$ cat config.mk
export PLATFORM = sky130hd
export DESIGN_NAME = frac_timebase
export DESIGN_NICKNAME = d
export VERILOG_FILES = /design/src/rtl/frac_timebase.sv
export SDC_FILE = /design/constraint.sdc
export NUM_CORES = 1
export LEC_CHECK = 0
export BUFFER_PORTS_ARGS = -buffer_cell sky130_fd_sc_hd__buf_2
export CAP_MARGIN = 10
export CORE_UTILIZATION = 48
export CTS_CLUSTER_SIZE = 20
export DETAILED_ROUTE_END_ITERATION = 7
export GPL_TIMING_DRIVEN = 0
export PLACE_DENSITY_LB_ADDON = 0.05
export SYNTH_ARGS = -nofsm -noshare
export SYNTH_HDL_FRONTEND = slang
export SYNTH_SLANG_ARGS = --single-unit
$ cat constraint.sdc
create_clock -name clk -period 5.6 [get_ports clk]
set_clock_uncertainty 0.2 [all_clocks]
set_input_delay 0.28 -clock clk [delete_from_list [all_inputs] [get_ports clk]]
set_output_delay 0.28 -clock clk [all_outputs]
set_load 0.05 [all_outputs]
$ cat src/rtl/frac_timebase.sv
`timescale 1ns/1ps
module frac_timebase #(
  parameter int          DW           = 32,
  parameter logic [31:0] PRESCALE_RST = 32'h06AAAAAB
) (
  input  logic          clk,
  input  logic          rst_n,
  input  logic          wr_en,
  input  logic          rd_en,
  input  logic [1:0]    addr,
  input  logic [DW-1:0] wdata,
  output logic [DW-1:0] rdata
);
  localparam int CW = 2 * DW;
  localparam logic [1:0] A_RATE = 2'd0;
  localparam logic [1:0] A_LO   = 2'd1;
  localparam logic [1:0] A_HI   = 2'd2;

  logic [DW-1:0] prescale, stage, hold;
  logic [DW-2:0] acc;
  logic [CW-1:0] count;
  logic          staged;
  logic [DW:0]   sum;

  assign sum = {2'b00, acc} + {1'b0, prescale};

  wire wr_rate = wr_en && (addr == A_RATE);
  wire wr_lo   = wr_en && (addr == A_LO);
  wire wr_hi   = wr_en && (addr == A_HI);
  wire load    = wr_hi && staged;
  wire rd_lo   = rd_en && (addr == A_LO);

  always_ff @(posedge clk or negedge rst_n) begin
    if (!rst_n) begin
      prescale <= DW'(PRESCALE_RST);
      acc      <= '0;
      count    <= '0;
      stage    <= '0;
      staged   <= 1'b0;
      hold     <= '0;
    end else begin
      acc <= sum[DW-2:0];
      if (load) count <= {wdata, stage};
      else      count <= count + CW'(sum[DW:DW-1]);
      if (wr_rate) prescale <= wdata;
      if (wr_lo) begin
        stage  <= wdata;
        staged <= 1'b1;
      end else if (wr_hi) begin
        staged <= 1'b0;
      end
      if (rd_lo) hold <= count[CW-1:DW];
    end
  end

  always_comb begin
    rdata = '0;
    if (rd_en) begin
      case (addr)
        A_RATE:  rdata = prescale;
        A_LO:    rdata = count[DW-1:0];
        A_HI:    rdata = hold;
        default: rdata = '0;
      endcase
    end
  end
endmodule

==> results.py, run 1 <==
metrics = {
    "route": {
        "dr.pass1.iters": 5,
        "ant_nets": 0,
        "post_drt_wl_per_cell_um": 19.0,
        "via_per_inst": 5.56,
        "wirelength_um": 27600,
        "vias": 8069,
        "drt_iter0_drc": 536,
        "drcViolationCount": 0,
    },
    "logic_synthesis": {
        "seq_area_frac_synth_pct": 45.8,
        "synth_edf_count": 0,
        "synthArstFlopShare_pct": 100,
        "synth.distinct_cells": 66,
        "synth_area_mm2": 0.0105,
        "syn_avg_cell_area_um2": 10.2,
        "synth_cells": 1034,
        "synth_fp_nets": 1107,
        "ys.flop_type": "dfrtp_1",
        "synthTopCellsByCount": "177 x dfrtp_1, 142 x nand2_1, 95 x o21ai_0",
        "yosys_warnings": 0,
        "synth_top_area_share_pct": 42.1,
        "ys_top_cells_by_area": "dfrtp_1 42%, mux2_2 9.9%, nand2_1 5.1%",
        "synth_most_common_cell": "dfrtp_1",
        "synth-seq-cells": 192,
        "synth_top_cell_by_area": "dfrtp_1",
    },
    "placed_design": {
        "gp_congestion": 0.850,
        "post_dp_cell_area_mm2": 0.0113,
        "io_buffer_count": 68,
        "dp_hpwl_um": 20100,
        "pre_cts_ws_ns": -0.721,
    },
    "worst_setup_path": {
        "crit_fanout": 6,
        "reg2reg_setup_slack_ns": 0.43,
        "slowest_stage": "dfstp_2",
        "startpoint_type": "flop",
        "cp_top_family": "simple AND/OR/NAND/NOR gates",
        "worstReg2RegEnd": "count[45]",
        "r2r-start": "prescale[0]",
        "crit_buf_inv": 2,
        "crit_type": "reg -> reg",
        "required_ns": 5.69,
        "end_kind": "flop",
        "cp.depth": 19,
        "reg2regPathDepth": 19,
        "max_stage_delay_ns": 0.54,
        "crit_path_cell_trace": "ha_1 > inv_1 > fa_1 > nand2b_1 > a21oi_1 > o31a_1 > a21boi_1 > a2111oi_4 > nor2_1 > a21oi_2 > buf_4 > ha_1 > a21oi_1 > nor4_4 > nand3_2 > or2_1 > nor3_4 > xnor2_1 > o21ai_1",
        "cp.arrival_ns": 5.26,
    },
    "sta": {
        "final_hold_viol_count": 0,
        "fmax_mhz": 193,
        "period_needed_ns": 5.17,
        "period_share_pct": 92.4,
        "hold_ws_ns": 0.0637,
        "rsz0062_at_grt": "no",
        "relSlewSlack_pct": 33.5,
        "setup_ws_ns": 0.428,
        "finalMaxSlewViolations": 0,
        "fin_setup_tns_ns": 0,
        "setup_viol": 0,
        "worst_slew_pin_slew_ns": 0.998,
    },
    "cts": {
        "cts_buffers": 17,
        "clock_latency_ns": 0.44,
        "clkSinkCount": 192,
        "cts_max_path_buffers": 2,
        "root_buffer": "clkbuf_16",
        "htreeDepth": 4,
        "clk_transition_reported_paths_ns": 0.08,
        "cts_tree": "done",
    },
    "finish": {
        "drive_above_1_share_pct": 21.3,
        "fin_area_mm2": 0.0123,
        "nNetsFinal": 1237,
        "diodes": 0,
        "syn_to_final_growth_pct": 16.8,
        "final_core_util_pct": 57.8,
    },
    "die": {
        "start_util_pct": 49.5,
        "die_area_mm2": 0.0225,
        "rows": 53,
        "core-area_mm2": 0.0213,
        "die_h_um": 150,
        "die_w_um": 150,
        "num_io_pins": 70,
    },
    "global_route": {
        "grt_pass1_wl_um": 44300,
        "grt_max_degree": 91,
        "gr-total-overflow": 0,
        "grt_pass1_vias": 7880,
        "antenna_found_initial": 0,
        "grt_use_total_pct": 26.2,
    },
    "run_status": {
        "status": "completed",
    },
    "power": {
        "peakVddDrop_mv": 0.204,
        "powerDensity_mw_per_mm2": 482,
        "leakage_nw": 5.19,
    },
    "worst_hold_path": {
        "min_path_type": "in -> reg",
        "min_from": "wr_en",
        "hold_path_end": "staged",
        "whs_path_depth": 4,
    },
    "flow_run": {
        "drv_cap": 0,
    },
}
## registers in the layout (all words and copies together) (netlist names)
signal	count
staged	1
stage	32
prescale	32
acc	31
hold	32
count	64
## final cells by class
cell class,instances,area [um^2]
Buffer,50,195
Multi-Input combinational cell,774,5490
Tap cell,275,344
Timing Repair Buffer,111,808
Sequential cell,192,4820
Fill cell,1872,8980
Inverter,18,67.6
Clock buffer,20,457
Clock inverter,12,123
## where the power goes
| group | leakage, nW | switching, mW | total, mW | internal, mW |
|---|---|---|---|---|
| registers | 2.24 | 0.377 | 2.28 | 1.90 |
| logic | 2.67 | 1.37 | 2.43 | 1.07 |
| clock network | 0.280 | 0.574 | 1.22 | 0.648 |
## per-layer routing
metal  up-vias  wire length (um)  GRT usage (%)
li1       3895                 -              -
met1      3979             13300           37.6
met2       170             12600           40.7
met3        25              1240           5.03
met4         0               442           6.67
met5         -                 0              0
## layout by cell type (no fill, tap or decap), types with 34 or more instances in the layout
cell	synthesis	routed
a21oi_1	40	39
buf_2	3	70
nor2_1	36	34
nand2_1	142	142
o21ai_0	95	95
dfrtp_1	177	177
mux2_2	93	93
xor2_1	36	36
clkbuf_1	37	38
xnor2_1	51	51
## stage by stage
step                cells  power (mW)
floorplan            1034        4.04
global placement     1377        4.60
detailed placement   1379        4.66
CTS                  1446        5.93
global route         1452        6.37
finish               1452        5.93
## kinds of logic after synthesis
family	Yosys count	synth area share (%)
buf+inv	68	2.49
flops	192	45.8
fa+ha+maj	35	4.30
xor+xnor	87	7.23
mux	125	13.0
simple gates	318	15.5
compound gates	209	11.7
## worst max path at each step
stage / startpoint / to / slack, ns
3_5_place_dp: prescale[0] / count[58] / -0.72
2_1_floorplan: prescale[0] / count[60] / 1.12
5_1_grt: prescale[0] / count[45] / 0.04
6_report: prescale[0] / count[45] / 0.43
4_1_cts: prescale[0] / count[34] / 0.01
3_3_place_gp: prescale[0] / count[60] / -0.77
## tightest hold or removal path, stage by stage
cell	delay [ns]
buf_2	0.13
nand2_1	0.09
a21oi_1	0.07
nor2_1	0.08
## repair_timing
action	in CTS	in global routing
gates resized for setup	6	4
setup endpoints to repair	42	41
buffers inserted	2	6
endpoints found under the hold margin	204	0
hold buffers	33	0
pin swaps	2	6
Note: power is estimated with default switching activity, not from simulation.
==> inputs of run 2 (changes only) <==
==> constraint.sdc (replaced) <==
create_clock -name clk -period 6.4 [get_ports clk]
set_clock_uncertainty 0.2 [all_clocks]
set_input_delay 0.32 -clock clk [delete_from_list [all_inputs] [get_ports clk]]
set_output_delay 0.32 -clock clk [all_outputs]
set_load 0.05 [all_outputs]
==> run 2 against run 1 <==
  * Critical endpoint is now count[58]
  * Final cell count shrank 0.55%
  * Largest cell class unchanged
  * Die area did not move
  * Worst setup slack gained 0.063 ns
  * Via count down 0.79%
  * Register-to-register slack improved by 0.06 ns
  * First-iteration DRC count up 2.4%
  * Flip-flop and latch count did not move
  * Critical path depth shrank 1
==> results.py, run 2 (synthesis results as in run 1) <==
metrics = {
    "run_status": {
        "status": "completed",
    },
    "die": {
        "die_w_um": 150,
        "die_area_mm2": 0.0225,
        "num_io_pins": 70,
        "start_util_pct": 49.5,
        "die_h_um": 150,
        "core-area_mm2": 0.0213,
        "rows": 53,
    },
    "global_route": {
        "antenna_found_initial": 0,
        "grt_use_total_pct": 26.2,
        "grt_max_degree": 91,
        "gr-total-overflow": 0,
        "grt_pass1_wl_um": 44200,
        "grt_pass1_vias": 7844,
    },
    "placed_design": {
        "gp_congestion": 0.850,
        "pre_cts_ws_ns": 0.0786,
        "io_buffer_count": 68,
        "post_dp_cell_area_mm2": 0.0113,
        "dp_hpwl_um": 20100,
    },
    "power": {
        "peakVddDrop_mv": 0.177,
        "leakage_nw": 5.15,
        "powerDensity_mw_per_mm2": 423,
    },
    "finish": {
        "layout_commonest_cell": "dfrtp_1",
        "final_core_util_pct": 57.3,
        "nNetsFinal": 1229,
        "nFillCells": 1880,
        "top_register": "count",
        "final_cell_mix": "177 x dfrtp_1, 142 x nand2_1, 95 x o21ai_0",
        "syn_to_final_growth_pct": 15.9,
        "diodes": 0,
        "largest_reg_flops": 64,
        "fin_area_mm2": 0.0122,
        "drive_above_1_share_pct": 20.6,
    },
    "route": {
        "dr.pass1.iters": 5,
        "drcViolationCount": 0,
        "post_drt_wl_per_cell_um": 19.1,
        "vias": 8005,
        "ant_nets": 0,
        "drt_iter0_drc": 549,
        "wirelength_um": 27600,
        "via_per_inst": 5.54,
    },
    "worst_setup_path": {
        "required_ns": 6.51,
        "crit_type": "reg -> reg",
        "slowest_stage": "a2111oi_2",
        "crit_path_cell_trace": "ha_1 > inv_1 > fa_1 > nand2b_1 > a21oi_1 > o31a_1 > a21boi_0 > a2111oi_2 > nor2_1 > a21oi_2 > fa_1 > nand4_1 > nor2_1 > nand4_4 > nor4_4 > nand4_1 > xor2_1 > o21ai_1",
        "max_stage_delay_ns": 0.57,
        "end_kind": "flop",
        "cp.arrival_ns": 6.02,
        "startpoint_type": "flop",
        "crit_fanout": 7,
    },
    "cts": {
        "clkSinkCount": 192,
        "cts_buffers": 17,
        "clock_latency_ns": 0.44,
        "root_buffer": "clkbuf_16",
        "cts_tree": "done",
        "clk_transition_reported_paths_ns": 0.08,
        "cts_max_path_buffers": 2,
        "htreeDepth": 4,
    },
    "sta": {
        "period_share_pct": 92.3,
        "relSlewSlack_pct": 34.0,
        "hold_ws_ns": 0.103,
        "final_hold_viol_count": 0,
        "setup_viol": 0,
        "period_needed_ns": 5.91,
        "fmax_mhz": 169,
        "worst_slew_pin_slew_ns": 0.990,
        "setup_ws_ns": 0.490,
        "finalMaxSlewViolations": 0,
    },
    "flow_run": {
        "drv_cap": 0,
    },
    "worst_hold_path": {
        "min_path_type": "in -> reg",
    },
}
-- run 2: worst max-delay path, delay by kind of cell (launching register included) --
family          cells  cell delay [ns]
simple gates        7             1.93
compound gates      6             1.92
fa+ha+maj           3             0.94
flops               1             0.54
xor+xnor            1             0.19
buf+inv             1             0.06
-- run 2: area by class of cell --
class / instances / area [um^2] / share of cell area, %
Sequential cell: 192 / 4820 / 39.5
Timing Repair Buffer: 103 / 736 / 6.03
Tap cell: 275 / 344 / 2.82
Inverter: 18 / 67.6 / 0.554
Multi-Input combinational cell: 774 / 5460 / 44.7
Clock buffer: 20 / 457 / 3.74
Buffer: 50 / 195 / 1.60
Clock inverter: 12 / 123 / 1.00
-- run 2: worst paths after layout --
check,start,cells after the start,end,slack [ns]
worst max-delay path,prescale[0],18,count[58],0.49
worst min-delay path,wr_en,4,staged,0.10
worst max register to register,prescale[0],18,count[58],0.49
worst min register to register,stage[1],2,count[1],0.27
max in group asynchronous,rst_n,4,prescale[23],4.77
min in group asynchronous,rst_n,2,count[40],0.12
-- run 2: routing by layer --
metal	track usage (%)	share of wire [%]	vias up	routed length, um
li1	-	-	3881	-
met1	38.0	48	3921	13300
met2	40.2	45	181	12500
met3	4.73	4.9	22	1350
met4	6.72	1.6	0	442
met5	0	0	-	0
-- run 2: power by group --
part	internal, mW	switching (mW)
Sequential	1.66	0.331
Combinational	0.914	1.19
Clock	0.567	0.498
Total	3.15	2.02
-- run 2: metrics by stage --
step	power, mW	setup TNS, ns	instances
floorplan	3.53	0	1034
global placement	4.03	0	1377
detailed placement	4.08	0	1379
CTS	5.18	0	1444
global route	5.54	-0.0215	1444
finish	5.16	0	1444
-- run 2: what timing repair did --
action	CTS	global route
buffers inserted	0	0
setup endpoints to repair	1	12
gates resized for setup	1	3
pin swaps	0	1
hold buffers	33	0
endpoints found under the hold margin	204	0
